**config.mk**
```make
export PLATFORM = sky130hd
export DESIGN_NAME = smb_blkreg_slave
export DESIGN_NICKNAME = d
export VERILOG_FILES = /design/src/rtl/smb_pkg.sv /design/src/rtl/smb_line_sync.sv /design/src/rtl/smb_reg_bank.sv /design/src/rtl/smb_xfer_fsm.sv /design/src/rtl/smb_blkreg_slave.sv
export SDC_FILE = /design/constraint.sdc
export NUM_CORES = 1
export LEC_CHECK = 0
export BUFFER_PORTS_ARGS = -buffer_cell sky130_fd_sc_hd__buf_2
export CAP_MARGIN = 20
export CORE_MARGIN = 4
export CORE_UTILIZATION = 53
export DETAILED_ROUTE_END_ITERATION = 8
export GPL_ROUTABILITY_DRIVEN = 0
export GPL_TIMING_DRIVEN = 1
export PLACE_DENSITY = 0.76
export REMOVE_ABC_BUFFERS = 1
export SLEW_MARGIN = 15
export SYNTH_ARGS = -nofsm -noshare
export SYNTH_HDL_FRONTEND = slang
export SYNTH_SLANG_ARGS = --single-unit
```
**constraint.sdc**
```tcl
create_clock -name clk -period 2.35 [get_ports clk]
set_input_delay 0.3525 -clock clk [delete_from_list [all_inputs] [get_ports clk]]
set_output_delay 0.3525 -clock clk [all_outputs]
set_load 0.02 [all_outputs]
```
**src/rtl/smb_pkg.sv**
```systemverilog
// Shared definitions for the indexed block register slave.
// Assumes the serial bus moves 8-bit bytes, MSB first.
package smb_pkg;

    localparam int BYTE_W = 8;
    localparam int BCNT_W = $clog2(BYTE_W + 1);

    // Protocol phases of the transfer engine
    typedef enum logic [3:0] {
        ST_IDLE,    // waiting for a start condition
        ST_ADDR,    // receiving the address byte
        ST_OFFS,    // receiving the register index
        ST_CNT,     // receiving the write byte count
        ST_WDATA,   // receiving write data
        ST_ACK,     // slave drives the acknowledge bit
        ST_TX,      // slave shifts a byte out
        ST_MACK,    // master acknowledge slot after a sent byte
        ST_IGNORE   // not addressed / aborted, silent until start or stop
    } smb_state_e;

endpackage

```
**src/rtl/smb_line_sync.sv**
```systemverilog
// Brings SCL and SDA into the system clock domain and derives bus events.
// Assumes each SCL phase lasts several system clocks; no glitch filtering.
// Both lines pass through chains of equal length, so their relative order is kept.
module smb_line_sync #(
    parameter int STAGES = 2
) (
    input  logic clk,
    input  logic rst_n,
    input  logic scl_in,
    input  logic sda_in,
    output logic scl_s,
    output logic sda_s,
    output logic scl_rise,
    output logic scl_fall,
    output logic start_det,
    output logic stop_det
);

    logic [STAGES-1:0] scl_chain;
    logic [STAGES-1:0] sda_chain;
    logic              scl_q;
    logic              sda_q;

    // Synchroniser chains plus one history stage; idle bus level is high
    always_ff @(posedge clk) begin
        if (!rst_n) begin
            scl_chain <= '1;
            sda_chain <= '1;
            scl_q     <= 1'b1;
            sda_q     <= 1'b1;
        end else begin
            scl_chain <= {scl_chain[STAGES-2:0], scl_in};
            sda_chain <= {sda_chain[STAGES-2:0], sda_in};
            scl_q     <= scl_chain[STAGES-1];
            sda_q     <= sda_chain[STAGES-1];
        end
    end

    // Edge and condition decode on the synchronised lines
    always_comb begin
        scl_s     = scl_chain[STAGES-1];
        sda_s     = sda_chain[STAGES-1];
        scl_rise  = scl_s & ~scl_q;
        scl_fall  = ~scl_s & scl_q;
        start_det = scl_s & scl_q & sda_q & ~sda_s;
        stop_det  = scl_s & scl_q & ~sda_q & sda_s;
    end

endmodule

```
**src/rtl/smb_reg_bank.sv**
```systemverilog
// Register storage: NUM_REGS byte registers plus the read byte-count register.
// Assumes at most one write per cycle; the read port is combinational.
module smb_reg_bank
    import smb_pkg::*;
#(
    parameter int NUM_REGS    = 8,
    parameter int COUNT_RESET = 8
) (
    input  logic                        clk,
    input  logic                        rst_n,
    input  logic                        wr_en,
    input  logic [$clog2(NUM_REGS)-1:0] wr_idx,
    input  logic [BYTE_W-1:0]           wr_data,
    input  logic [$clog2(NUM_REGS)-1:0] rd_idx,
    output logic [BYTE_W-1:0]           rd_data,
    input  logic                        cnt_we,
    input  logic [BYTE_W-1:0]           cnt_data,
    output logic [BYTE_W-1:0]           rd_count,
    output logic [NUM_REGS*BYTE_W-1:0]  bank_o
);

    localparam int IDX_W = $clog2(NUM_REGS);

    for (genvar i = 0; i < NUM_REGS; i++) begin : g_reg
        logic [BYTE_W-1:0] q;

        // One configuration register, loaded when its index is written
        always_ff @(posedge clk) begin
            if (!rst_n)
                q <= '0;
            else if (wr_en && (wr_idx == IDX_W'(i)))
                q <= wr_data;
        end

        assign bank_o[i*BYTE_W +: BYTE_W] = q;
    end

    // Read byte-count register, loaded from accepted write counts
    always_ff @(posedge clk) begin
        if (!rst_n)
            rd_count <= BYTE_W'(COUNT_RESET);
        else if (cnt_we)
            rd_count <= cnt_data;
    end

    // Read multiplexer for the transmit path
    always_comb begin
        rd_data = bank_o[rd_idx*BYTE_W +: BYTE_W];
    end

endmodule

```
**src/rtl/smb_xfer_fsm.sv**
```systemverilog
// Transfer engine: decodes address, index, count and data bytes, and drives
// acknowledge and read data onto SDA through an open-drain enable.
// Assumes the synchronised events from smb_line_sync. It changes sda_oe only
// on an SCL falling edge, or releases it on a start or stop.
module smb_xfer_fsm
    import smb_pkg::*;
#(
    parameter int         NUM_REGS = 8,
    parameter logic [6:0] DEV_ADDR = 7'h6E
) (
    input  logic                        clk,
    input  logic                        rst_n,
    input  logic                        scl_rise,
    input  logic                        scl_fall,
    input  logic                        sda_s,
    input  logic                        start_det,
    input  logic                        stop_det,
    input  logic [BYTE_W-1:0]           rd_data,
    input  logic [BYTE_W-1:0]           rd_count,
    output logic                        sda_oe,
    output logic                        wr_en,
    output logic [$clog2(NUM_REGS)-1:0] wr_idx,
    output logic [BYTE_W-1:0]           wr_data,
    output logic                        cnt_we,
    output logic [BYTE_W-1:0]           cnt_data,
    output logic [$clog2(NUM_REGS)-1:0] rd_idx,
    output smb_state_e                  state_o
);

    localparam int                IDX_W   = $clog2(NUM_REGS);
    localparam logic [BYTE_W-1:0] ADDR_WR = {DEV_ADDR, 1'b0};
    localparam logic [BYTE_W-1:0] ADDR_RD = {DEV_ADDR, 1'b1};
    localparam logic [BCNT_W-1:0] LAST_BIT = BCNT_W'(BYTE_W);

    smb_state_e        state;
    smb_state_e        after_ack;
    smb_state_e        ack_next;
    logic [BYTE_W-1:0] shreg;
    logic [BYTE_W-1:0] tx_sh;
    logic [BYTE_W-1:0] remain;
    logic [BCNT_W-1:0] bcnt;
    logic [IDX_W-1:0]  ptr;
    logic              mack_ok;
    logic              byte_ok;
    logic              rx_state;

    // Judge a completed received byte: acknowledge or not, and the phase after it
    always_comb begin
        byte_ok  = 1'b0;
        ack_next = ST_IDLE;
        rx_state = 1'b0;
        case (state)
            ST_ADDR: begin
                rx_state = 1'b1;
                byte_ok  = (shreg == ADDR_WR) || (shreg == ADDR_RD);
                ack_next = shreg[0] ? ST_TX : ST_OFFS;
            end
            ST_OFFS: begin
                rx_state = 1'b1;
                byte_ok  = 1'b1;
                ack_next = ST_CNT;
            end
            ST_CNT: begin
                rx_state = 1'b1;
                byte_ok  = (shreg != '0);
                ack_next = ST_WDATA;
            end
            ST_WDATA: begin
                rx_state = 1'b1;
                byte_ok  = (remain != '0);
                ack_next = ST_WDATA;
            end
            default: ;
        endcase
    end

    // Protocol sequencing, bit shifting and SDA drive
    always_ff @(posedge clk) begin
        if (!rst_n) begin
            state     <= ST_IDLE;
            after_ack <= ST_IDLE;
            shreg     <= '0;
            tx_sh     <= '0;
            remain    <= '0;
            bcnt      <= '0;
            ptr       <= '0;
            mack_ok   <= 1'b0;
            sda_oe    <= 1'b0;
            wr_en     <= 1'b0;
            wr_idx    <= '0;
            wr_data   <= '0;
            cnt_we    <= 1'b0;
            cnt_data  <= '0;
        end else begin
            wr_en  <= 1'b0;
            cnt_we <= 1'b0;
            if (start_det) begin
                state  <= ST_ADDR;
                bcnt   <= '0;
                sda_oe <= 1'b0;
            end else if (stop_det) begin
                state  <= ST_IDLE;
                bcnt   <= '0;
                sda_oe <= 1'b0;
            end else if (rx_state) begin
                if (scl_rise) begin
                    shreg <= {shreg[BYTE_W-2:0], sda_s};
                    bcnt  <= bcnt + 1'b1;
                end else if (scl_fall && (bcnt == LAST_BIT)) begin
                    bcnt <= '0;
                    if (byte_ok) begin
                        sda_oe    <= 1'b1;
                        state     <= ST_ACK;
                        after_ack <= ack_next;
                        case (state)
                            ST_OFFS: ptr <= shreg[IDX_W-1:0];
                            ST_CNT: begin
                                remain   <= shreg;
                                cnt_we   <= 1'b1;
                                cnt_data <= shreg;
                            end
                            ST_WDATA: begin
                                wr_en   <= 1'b1;
                                wr_idx  <= ptr;
                                wr_data <= shreg;
                                ptr     <= ptr + 1'b1;
                                remain  <= remain - 1'b1;
                            end
                            default: ;
                        endcase
                    end else begin
                        state <= ST_IGNORE;
                    end
                end
            end else begin
                case (state)
                    ST_ACK: begin
                        if (scl_fall) begin
                            bcnt <= '0;
                            if (after_ack == ST_TX) begin
                                tx_sh  <= rd_count;
                                sda_oe <= ~rd_count[BYTE_W-1];
                                state  <= ST_TX;
                            end else begin
                                sda_oe <= 1'b0;
                                state  <= after_ack;
                            end
                        end
                    end
                    ST_TX: begin
                        if (scl_rise) begin
                            bcnt <= bcnt + 1'b1;
                        end else if (scl_fall) begin
                            if (bcnt == LAST_BIT) begin
                                sda_oe <= 1'b0;
                                bcnt   <= '0;
                                state  <= ST_MACK;
                            end else begin
                                tx_sh  <= {tx_sh[BYTE_W-2:0], 1'b0};
                                sda_oe <= ~tx_sh[BYTE_W-2];
                            end
                        end
                    end
                    ST_MACK: begin
                        if (scl_rise) begin
                            mack_ok <= ~sda_s;
                        end else if (scl_fall) begin
                            if (mack_ok) begin
                                tx_sh  <= rd_data;
                                sda_oe <= ~rd_data[BYTE_W-1];
                                ptr    <= ptr + 1'b1;
                                state  <= ST_TX;
                            end else begin
                                state <= ST_IGNORE;
                            end
                        end
                    end
                    default: ;
                endcase
            end
        end
    end

    assign rd_idx  = ptr;
    assign state_o = state;

endmodule

```
**src/rtl/smb_blkreg_slave.sv**
```systemverilog
// Top level of the indexed block register slave. It ties the line
// synchroniser, the transfer engine and the register bank together.
// Assumes NUM_REGS is a power of two, so the pointer wraps naturally.
module smb_blkreg_slave
    import smb_pkg::*;
#(
    parameter int         NUM_REGS    = 8,
    parameter logic [6:0] DEV_ADDR    = 7'h6E,
    parameter int         COUNT_RESET = 8,
    parameter int         SYNC_STAGES = 2
) (
    input  logic                       clk,
    input  logic                       rst_n,
    input  logic                       scl_in,
    input  logic                       sda_in,
    output logic                       sda_oe,
    output logic [NUM_REGS*BYTE_W-1:0] bank_o
);

    localparam int IDX_W = $clog2(NUM_REGS);

    logic              scl_s;
    logic              sda_s;
    logic              scl_rise;
    logic              scl_fall;
    logic              start_det;
    logic              stop_det;
    logic              wr_en;
    logic [IDX_W-1:0]  wr_idx;
    logic [BYTE_W-1:0] wr_data;
    logic [IDX_W-1:0]  rd_idx;
    logic [BYTE_W-1:0] rd_data;
    logic              cnt_we;
    logic [BYTE_W-1:0] cnt_data;
    logic [BYTE_W-1:0] rd_count;
    smb_state_e        fsm_state;

    smb_line_sync #(
        .STAGES(SYNC_STAGES)
    ) u_sync (
        .clk       (clk),
        .rst_n     (rst_n),
        .scl_in    (scl_in),
        .sda_in    (sda_in),
        .scl_s     (scl_s),
        .sda_s     (sda_s),
        .scl_rise  (scl_rise),
        .scl_fall  (scl_fall),
        .start_det (start_det),
        .stop_det  (stop_det)
    );

    smb_xfer_fsm #(
        .NUM_REGS (NUM_REGS),
        .DEV_ADDR (DEV_ADDR)
    ) u_fsm (
        .clk       (clk),
        .rst_n     (rst_n),
        .scl_rise  (scl_rise),
        .scl_fall  (scl_fall),
        .sda_s     (sda_s),
        .start_det (start_det),
        .stop_det  (stop_det),
        .rd_data   (rd_data),
        .rd_count  (rd_count),
        .sda_oe    (sda_oe),
        .wr_en     (wr_en),
        .wr_idx    (wr_idx),
        .wr_data   (wr_data),
        .cnt_we    (cnt_we),
        .cnt_data  (cnt_data),
        .rd_idx    (rd_idx),
        .state_o   (fsm_state)
    );

    smb_reg_bank #(
        .NUM_REGS    (NUM_REGS),
        .COUNT_RESET (COUNT_RESET)
    ) u_bank (
        .clk      (clk),
        .rst_n    (rst_n),
        .wr_en    (wr_en),
        .wr_idx   (wr_idx),
        .wr_data  (wr_data),
        .rd_idx   (rd_idx),
        .rd_data  (rd_data),
        .cnt_we   (cnt_we),
        .cnt_data (cnt_data),
        .rd_count (rd_count),
        .bank_o   (bank_o)
    );

endmodule

```
# Word level (Yosys, flattened, before mapping)
# Index checks and enable logic that the tools add are counted.
dict set report op_classes {
  mux 61
  n_bitwise 21
  reduce_logical 37
  addsub 3
  n_shift 1
  n_eq_ne 46
}
# operator count
set ops {}
lappend ops {{$mux W4} 19}
lappend ops {{$shiftx A64 B7 Y8} 1}
lappend ops {{$mux W7} 8}
lappend ops {{$mux W3} 9}
lappend ops {{$pmux W4 S3} 2}
lappend ops {{$pmux W7 S3} 1}
lappend ops {{$reduce_and A7 Y1} 3}
lappend ops {{$eq A4 B3 Y1 const B} 5}
lappend ops {{$ne A5 B3 Y1 const B} 4}
lappend ops {{$reduce_and A10 Y1} 2}
lappend ops {{$reduce_and A9 Y1} 2}
lappend ops {{$mux W1} 17}
lappend ops {{$eq A8 B8 Y1 const B} 2}
lappend ops {{$ne A4 B4 Y1 const B} 4}
lappend ops {{$pmux W8 S2} 1}
lappend ops {{$reduce_bool A8 Y1} 2}
lappend ops {{$ne A3 B1 Y1 const B} 5}
lappend ops {{$not A1 Y1} 14}
lappend ops {{$eq A3 B3 Y1 const B} 4}
lappend ops {{$ne A2 B1 Y1 const B} 6}
lappend ops {{$reduce_and A12 Y1} 1}
lappend ops {{$ne A2 B2 Y1 const B} 5}
lappend ops {{$reduce_and A5 Y1} 2}
lappend ops {{$logic_and A1 B1 Y1} 9}
lappend ops {{other kinds (27)} 41}
dict set report word_totals {
  register_bits 139
  word_cells 197
  out_inout_bits 65
}

# Logic depth before layout (Yosys ltp)
dict set report depth {
  ltp_word 9
  ltp_mapped 9
  ltp_nobuf 7
}

# Cells and area by module
# Synthesis repeated with hierarchy kept, for this count alone.
dict set report hier_totals {
  hier_cells 741
  hier_area_um2 6839.1
}
# module n_inst area_each_um2 cells_per_inst
set modules_own_cells {}
lappend modules_own_cells {smb_reg_bank 1 3357.0 327}
lappend modules_own_cells {smb_xfer_fsm 1 3291.9 398}
lappend modules_own_cells {smb_line_sync 1 190.2 16}

# Worst setup path before layout
# Ideal clock, no wire load.
dict set report synth_timing {
  path_type {register -> register}
  start {register u_fsm.remain[0]}
  end {register u_fsm.wr_idx[0]}
  setup_slack_ns 0.139
  n_path_buf 1
  path_stages_with_launch 9
  arrival_time_ns 2.083
  setup_time_ns 0.128
  cell_sequence {dfxtp_1 -> inv_1 -> ha_1 -> nor3b_2 -> a31oi_4 -> o311ai_1 -> buf_4 -> mux2i_1 -> nor2_1}
}
dict set report synth_via {
  elab_chain_cells 3
}
# item line
set synth_lines {}
lappend synth_lines {{start, declared} smb_xfer_fsm.sv:40} ;# logic [BYTE_W-1:0] remain;
lappend synth_lines {{start signal, assigned} smb_xfer_fsm.sv:118} ;# remain <= shreg;
lappend synth_lines {{start signal, assigned} smb_xfer_fsm.sv:127} ;# remain <= remain - 1'b1;
lappend synth_lines {{$reduce_bool A8 Y1} smb_xfer_fsm.sv:70} ;# byte_ok = (remain != '0);
lappend synth_lines {{$pmux W1 S4} smb_xfer_fsm.sv:52} ;# case (state)
lappend synth_lines {{$reduce_and A7 Y1 (no line)} n/a}
lappend synth_lines {{end signal, assigned} smb_xfer_fsm.sv:124} ;# wr_idx <= ptr;
lappend synth_lines {{end, declared} smb_xfer_fsm.sv:22} ;# output logic [$clog2(NUM_REGS)-1:0] wr_idx,
# Every way passes these cells.
# A chain may end at the register's enable or synchronous reset.

# Worst setup path in the final report
dict set report layout_timing {
  start {register u_fsm.state[3] (netlist: u_fsm.state_o[3])}
  end {register u_fsm.sda_oe}
}
dict set report layout_via {
  elab_chain_cells 5
}
# item line
set layout_lines {}
lappend layout_lines {{start, declared} smb_xfer_fsm.sv:35} ;# smb_state_e state;
lappend layout_lines {{start signal, assigned} smb_xfer_fsm.sv:146} ;# state <= after_ack;
lappend layout_lines {{$eq A4 B1 Y1 (tied with other cells)} smb_xfer_fsm.sv:52}
lappend layout_lines {{$reduce_or A4 Y1 (no line)} n/a}
lappend layout_lines {{$mux W1} smb_xfer_fsm.sv:52}
lappend layout_lines {{$ne A3 B1 Y1 (no line) (tied with other cells)} n/a}
lappend layout_lines {{$reduce_and A10 Y1 (no line)} n/a}
lappend layout_lines {{end signal, assigned} smb_xfer_fsm.sv:142} ;# sda_oe <= ~rd_count[BYTE_W-1];
lappend layout_lines {{end signal, assigned} smb_xfer_fsm.sv:160} ;# sda_oe <= ~tx_sh[BYTE_W-2];
lappend layout_lines {{end signal, assigned} smb_xfer_fsm.sv:170} ;# sda_oe <= ~rd_data[BYTE_W-1];
lappend layout_lines {{end, declared} smb_xfer_fsm.sv:20} ;# output logic sda_oe,
# Several ways; a longest one is shown, not always the timed one.

==> flow_summary.yaml <==
cts:
  cts_tree: "yes"
  h-tree-depth: 4
  clk_pin_slew_ns: 0.06
  insertion_delay_ns: 0.44
  cts.path.max_buffers: 2
  clock-root-buffer: "clkbuf_16"
  cts_made_buffers: 17
  postCtsHoldBufs: 0
  cts_sinks: 138
yosys:
  ys.flop_type: "dfxtp_1"
  yosys.area.top_type: "dfxtp_1"
  synthCells: 751
  async_reset_ff_share_pct: 0
  syn_area_um2: 6420
  yosysSeqAreaShare_pct: 43.0
  synth_cell_types: 63
  yosysWarnings: 0
  synth.area.top_cells: "dfxtp_1 (43%), nand2_1 (8.9%), a21oi_1 (6.9%)"
  synth-seq-cells: 138
  synth_edf_count: 0
  synth_top_area_share_pct: 43.0
  synth_area_per_cell_um2: 8.55
power:
  ir_worst_vdd_mv: 0.623
  p_seq_share_pct: 44.7
  power.share.clock_pct: 53.3
  switching_share_pct: 22.6
  p_leak_uw: 0.00301
  p_per_area_nw_per_um2: 684
  switchingPower_uw: 1190
  p_int_uw: 4060
  totalPowerFinal_uw: 5250
  power_frac_comb_pct: 2.0
place:
  placedCellCount: 944
  dpl.hpwl_um: 12100
  io_buffers: 68
  pre_cts_ws_ns: 0.179
setup_path:
  crit_fanout: 13
  worstPathRequired_ns: 2.68
  cp-start-kind: "register"
  worstSetupPathType: "register to register"
  cp.arrival_ns: 2.53
  endpoint_kind: "register"
final_layout:
  seqCellArea_um2: 2760
  diodes: 0
  nNetsFinal: 834
  post-route-util_pct: 66.2
  multi_input_area_um2: 3410
  layout-drive-gt1-share_pct: 20.0
  finalNonFillerCells: 979
  layout_commonest_cell: "nand2_1"
  nFillCells: 897
  areaGrowthSynthToFinish_pct: 19.7
  layout_common_cells: "nand2_1 (153), dfxtp_1 (138), a21oi_1 (88)"
timing:
  timing.fmax_mhz: 454
  worst_pin_slew_ns: 0.715
  relSlewSlack_pct: 51.9
  fin_crit_sh_pct: 93.8
  maxSlewViolCount: 0
  finClkSkew_ns: 0.00944
  finalSetupViolations: 0
  fin_crit_ns: 2.20
  holdWs_ns: 0.0979
  hold_viol: 0
  fin_ws_ns: 0.145
floorplan:
  io_pins: 69
  die_area_um2: 13900
  die_h_um: 118
  die_x_um: 118
  fp-row-count: 39
  core-area_um2: 11600
  initial_core_util_pct: 55.3
route:
  drc_errors: 0
  vias: 5954
  postRouteWirelength_um: 17800
  first_pass_iters: 8
  vias_per_cell: 6.08
  ant_nets: 0
  drt_iter0_markers: 729
  wl_per_cell_um: 18.2
grt:
  grt_pass1_vias: 5785
  track_usage_pct: 25.8
  antenna_found_initial: 0
  grt_max_degree: 116
  grt_pass1_wl_um: 28900
  overflow: 0
worst_hold_path:
  hold_class: "input port to register"
outcome:
  status: "complete, no violations"
job:
  drv_cap: 0
timing repair:
item                                   in CTS  in global routing
setup endpoints to repair                   0                  7
resized for setup                           0                  5
endpoints found under the hold margin       0                  0
setup buffers                               0                  3
flip-flops by register name (all words and copies together) (netlist names), 2 cells and up:
| name | flops |
|---|---|
| u_bank.g.q | 64 |
| u_bank.rd_count | 8 |
| u_fsm.after_ack | 3 |
| u_fsm.bcnt | 4 |
| u_fsm.cnt_data | 8 |
| u_fsm.rd_idx | 3 |
| u_fsm.remain | 8 |
| u_fsm.shreg | 8 |
| u_fsm.state_o | 4 |
| u_fsm.tx_sh | 7 |
| u_fsm.wr_data | 8 |
| u_fsm.wr_idx | 3 |
| u_sync.scl_chain | 2 |
| u_sync.sda_chain | 2 |
synth_stat cells, types with 8 or more instances:
library cell,n
a211oi_1,12
a21oi_1,88
and3_1,10
buf_2,8
clkbuf_1,40
dfxtp_1,138
inv_1,16
mux2i_1,43
mux4_2,16
nand2_1,153
nand2b_1,10
nand3_1,18
nor2_1,67
nor3_1,12
o21ai_0,17
worst max-delay path, stage by stage, from the launching register on:
cell      delay [ns]
dfxtp_1         0.44
buf_4           0.22
nand2b_1        0.20
o21ba_2         0.19
a211o_1         0.31
or4_1           0.53
and3_1          0.21
final timing paths:
kind	start	slack (ns)	endpoint	depth (start not counted)
min reg2reg	u_sync.scl_chain[0]	0.42	u_sync.scl_chain[1]	1
max reg2reg	u_fsm.state_o[3]	0.15	u_fsm.sda_oe	6
max	u_fsm.state_o[3]	0.15	u_fsm.sda_oe	6
min	scl_in	0.1	u_sync.scl_chain[0]	2
power by group through the flow:
stage | Sequential (µW) | Clock [µW] | Combinational (µW)
6_report | 2350 | 2800 | 106
3_3_place_gp | 2400 | 0 | 99.6
3_5_place_dp | 2400 | 0 | 102
2_1_floorplan | 2400 | 0 | 60.0
4_1_cts | 2350 | 2810 | 102
5_1_grt | 2350 | 2930 | 116
cell type report:
class	count	share of cell area (%)
clock buffer	17	5.54
timing repair buffer	104	8.48
tap	143	2.33
sequential	138	36.0
clock inverter	15	2.48
inverter	17	0.847
multi-input combinational	545	44.4
metal layers:
| layer | track usage [%] | wire, µm | vias to the layer above |
|---|---|---|---|
| li1 | - | - | 2783 |
| met1 | 31.9 | 7130 | 2839 |
| met2 | 41.2 | 8560 | 278 |
| met3 | 6.73 | 1360 | 54 |
| met4 | 13.3 | 745 | 0 |
| met5 | 0 | 0 | - |
metrics by stage:
step,area [µm²],setup TNS (ns)
finish,7680,0
global route,7680,-0.0223
CTS,7640,0
detailed placement,7030,0
global placement,7030,0
floorplan,6220,-11.27
cells by family (layout without fill, tap and decap cells):
logic type               count (synthesis)  count (layout)  share of synthesized area [%]
AND/OR/NAND/NOR                        316             316                           22.5
AO/OA/AOI/OAI                          161             161                           16.3
flip-flops                             138             138                           43.0
buffers and inverters                   68             153                           4.19
multiplexers                            60              60                           12.5
adder cells (fa/ha/maj)                  7               7                           1.36
XOR/XNOR                                 1               1                          0.136
No activity file was read; power rests on OpenSTA's default activity.
